===== config.mk =====
export PLATFORM = sky130hd
export DESIGN_NAME = ram_delay_line
export DESIGN_NICKNAME = d
export VERILOG_FILES = /design/src/rtl/ram_delay_line.sv
export SDC_FILE = /design/constraint.sdc
export NUM_CORES = 1
export LEC_CHECK = 0
export BUFFER_PORTS_ARGS = -buffer_cell sky130_fd_sc_hd__buf_2
export CORE_ASPECT_RATIO = 0.6
export CORE_MARGIN = 5
export CORE_UTILIZATION = 61
export CTS_CLUSTER_SIZE = 24
export DETAILED_ROUTE_END_ITERATION = 12
export MAX_ROUTING_LAYER = met4
export PLACE_DENSITY = 0.79
export RECOVER_POWER = 50
export SLEW_MARGIN = 20
export SYNTH_ARGS = -nofsm -noshare
export SYNTH_HDL_FRONTEND = slang
export SYNTH_SLANG_ARGS = --single-unit

===== constraint.sdc =====
create_clock -name clk -period 1.5 [get_ports clk]
set_input_delay 0.075 -clock clk [delete_from_list [all_inputs] [get_ports clk]]
set_output_delay 0.075 -clock clk [all_outputs]
set_load 0.02 [all_outputs]

===== src/rtl/ram_delay_line.sv =====
module ram_delay_line #(
  parameter int DW = 8,
  parameter int AW = 4
) (
  input  logic          clk,
  input  logic          rst,
  input  logic          en,
  input  logic [DW-1:0] din,
  output logic [DW-1:0] dout,
  output logic          dout_valid
);
  localparam int DEPTH = 1 << AW;

  logic [DW-1:0] mem [DEPTH];
  logic [AW-1:0] rd_ptr, wr_ptr;

  always_ff @(posedge clk)
    if (en && !rst) mem[wr_ptr] <= din;

  always_ff @(posedge clk) begin
    if (rst) begin
      rd_ptr     <= '0;
      wr_ptr     <= '1;
      dout       <= '0;
      dout_valid <= 1'b0;
    end else if (en) begin
      rd_ptr <= rd_ptr + AW'(1);
      wr_ptr <= wr_ptr + AW'(1);
      dout   <= mem[rd_ptr];
      if (rd_ptr == '1) dout_valid <= 1'b1;
    end
  end

  // pointers never coincide: write always trails read by one entry
  assert_ptr_gap_R8: assert property (@(posedge clk) disable iff (rst)
    wr_ptr == rd_ptr - AW'(1));

  assert_ptr_step_R7: assert property (@(posedge clk) disable iff (rst)
    en |=> rd_ptr == $past(rd_ptr) + AW'(1));

  assert_frozen_R4: assert property (@(posedge clk) disable iff (rst)
    !en |=> $stable(dout) && $stable(dout_valid) && $stable(rd_ptr));

  assert_valid_sticky_R5: assert property (@(posedge clk) disable iff (rst)
    dout_valid |=> dout_valid);

endmodule


==> out/summary.txt <==
status = completed
synth warn = 0
largest net degree at the start of global routing = 24
Post-Synth Simple-Gate Area = 0.0761
Async SR Flop Fraction = 0
Logic pwr share = 0.053
Synth Area in XOR/XNOR = 0.00756
Max H-tree Level = 4
Syn Inst Count = 366
worst setup slack after placement = -328 ps
gr usage total = 0.236
Register Area = 4190 sq um
clock power share = 0.466
Longest Clk Path Bufs = 2
crit path launch type = register
Int Power = 7.42 mW
EDFF count, synth = 128
final setup violating endpoints = 0
initial antenna violation count = 0
Multi-input gate area = 1480 sq um
Unique masters post-synth = 28
Worst Path Required = 1790 ps
max-cap viol count = 0
area delta synth->final = 19.1%
# IOs = 20
Met2 Wirelength = 5800 um
Worst Skew = 7.08 ps
Pleak = 2.27 nW
total CTS buffers = 17
setup TNS = 0 ps
Slowest cell on crit path = dfxtp_4
Crit path largest cell delay = 410 ps
vias in the first global route = 3219
power density of the placed cells = 1360 nW/um^2
Die H = 85.5 um
crit end category = register
adder-cell share of the synthesized area = 0.0108
Worst Path Class, Setup = reg -> reg
critical path, cell by cell = buf_12 > mux2i_1 > a22oi_1 > nand3_1 > nand3_1
number of synthesized register bits = 145
worst vdd ir = 0.00124 V
Yosys top cell area share = 0.664
crit-path leading delay family = flip-flops
CTS tree = built
starting density of the core = 0.628
CP dominant cell by count = nand3_1
Arr. time, crit path = 1730 ps
Nets = 428
routed len/inst = 22.3 um
vias per cell = 6.05
DP HPWL = 7950 um
Top Metal Used = met4
WL final = 12400 um
Inserted Diodes = 0
leading cell type by number of instances after synthesis = edfxtp_1
switching part of the total = 0.210
register area share after synthesis = 0.723
synthesized area = 5790 sq um
largest area contributor in the netlist = edfxtp_1
syn_nets = 382
CP Buf/Inv Count = 1
Compound-Gate Fraction of Synth Area = 0.0443
metal3 WL = 1130 um
# DRC = 0
total grt overflow = 0
Seq pwr share = 0.481
met1 wire length = 5240 um
Clock Sinks = 145
vias = 3355
maximum clock frequency = 694 MHz
average size of a mapped cell = 15.8 sq um
Hold Crit Class = in -> reg
clock-pin slew on the worst setup and hold paths = 60 ps
most instantiated cells after synthesis = 128 x edfxtp_1, 65 x mux2i_1, 29 x nand2_1
Final Cell Area = 6900 sq um
share of cells above drive strength 1 = 0.176
die area = 11600 sq um
final worst setup slack = 58.9 ps
Psw = 1.98 mW
largest family of logic cells by synthesized area = multiplexers
1st-pass router iterations = 5
core box area = 9220 sq um
PortBufs = 19
Rows = 27
mux cell area share after synthesis = 0.112
Slew Viols, Final = 0
min cycle time layout = 1440 ps
Max-slew headroom = 0.435
CTS root buf = clkbuf_16
die width = 136 um
Initial DRC Count = 482
Placed Area = 6260 sq um
first-pass GRT wire length = 19000 um
Clock Latency Late Sink = 410 ps
Hold Vio Cnt, Final = 0
post-CTS setup repair buffer count = 0
RePlAce Congestion = 0.848
fill count = 536
Crit Path Max Fanout = 23
Final Cycle Share = 0.961
top cells by area, synth = edfxtp_1 66%, mux2i_1 11%, dfxtp_1 5.9%, nand3_1 2.2%, a22oi_1 2.1%
Main synth FF type = edfxtp_1
actual slew at the worst max-slew pin = 847 ps
Final ANT Viol Nets = 0
-- worst register-to-register path: cells and delay by family (launching register included) --
kind	cells	cell delay, ps
and+or+nand+nor	2	220
DFF	1	410
buffers and inverters	1	220
muxes	1	320
AOI/OAI and AO/OA	1	130
-- cells by family after synthesis --
family	count (synthesis)
AND/OR/NAND/NOR	89
adder cells (fa/ha/maj)	5
buffers and inverters	21
AO/OA/AOI/OAI	36
flip-flops	145
XOR/XNOR	5
multiplexers	65
-- power groups by stage --
stage | combinational (mW) | sequential (mW) | clock [mW]
after CTS | 0.503 | 4.52 | 4.39
final | 0.501 | 4.52 | 4.38
after floorplan | 0.256 | 4.61 | 0
after detailed placement | 0.491 | 4.60 | 0
after global placement | 0.470 | 4.59 | 0
after global routing | 0.537 | 4.52 | 4.62
-- final timing paths --
check             slack (ps)  startpoint         to  cells after the start
setup reg to reg          60   rd_ptr[2]    dout[3]                      5
hold / removal            60         rst  wr_ptr[0]                      4
hold reg to reg          480     dout[6]    dout[6]                      2
setup / recovery          60   rd_ptr[2]    dout[3]                      5
-- final cells by class --
type | count | share of cell area
sequential | 145 | 0.607
multi-input combinational | 200 | 0.215
timing repair buffer | 45 | 0.0635
clock buffer | 18 | 0.0622
clock inverter | 14 | 0.0270
tap | 130 | 0.0236
inverter | 3 | 0.00163
-- per-layer routing --
metal | track usage | vias up
met4 | 0.0723 | 0
met3 | 0.0812 | 30
li1 | - | 1482
met5 | - | -
met2 | 0.340 | 154
met1 | 0.319 | 1689
-- sequential cells by signal, summed over array words and instances, names as in the netlist --
| signal | flops |
|---|---|
| rd_ptr | 4 |
| wr_ptr | 4 |
| dout_valid | 1 |
| mem | 128 |
| dout | 8 |
-- through the flow --
step / power (mW) / instances / utilization / hold slack, ps
finish: 9.40 / 555 / 0.748 / 55.1
global route: 9.68 / 555 / 0.748 / 67.4
CTS: 9.41 / 555 / 0.748 / 31.2
detailed placement: 5.09 / 522 / 0.679 / 410
global placement: 5.06 / 522 / 0.679 / 408
floorplan: 4.87 / 366 / - / 174
-- layout by cell type, fill, tap and decap left out, drive strengths merged --
master,count
edfxtp,128
mux2i,65
clkbuf,35
nand2,29
buf,27
nand3,25
dfxtp,17
and2,17
a21oi,17
a22oi,16
nor2,8
clkinv,8
ha,5
inv,5
bufinv,4
nor2b,3
xor2,3
and3,2
xnor2,2
and3b,1
nor3b,1
or3b,1
nand3b,1
o21ai,1
o211ai,1
a41oi,1
nand4,1
dlygate4sd3,1
-- timing repair --
| action | in CTS | in global routing |
|---|---|---|
| resized for setup | 5 | 7 |
| endpoints found under the setup margin | 32 | 13 |
| hold buffers | 1 | 0 |
| hold endpoints to repair | 5 | 0 |
Power figures use the tool's default switching activity.
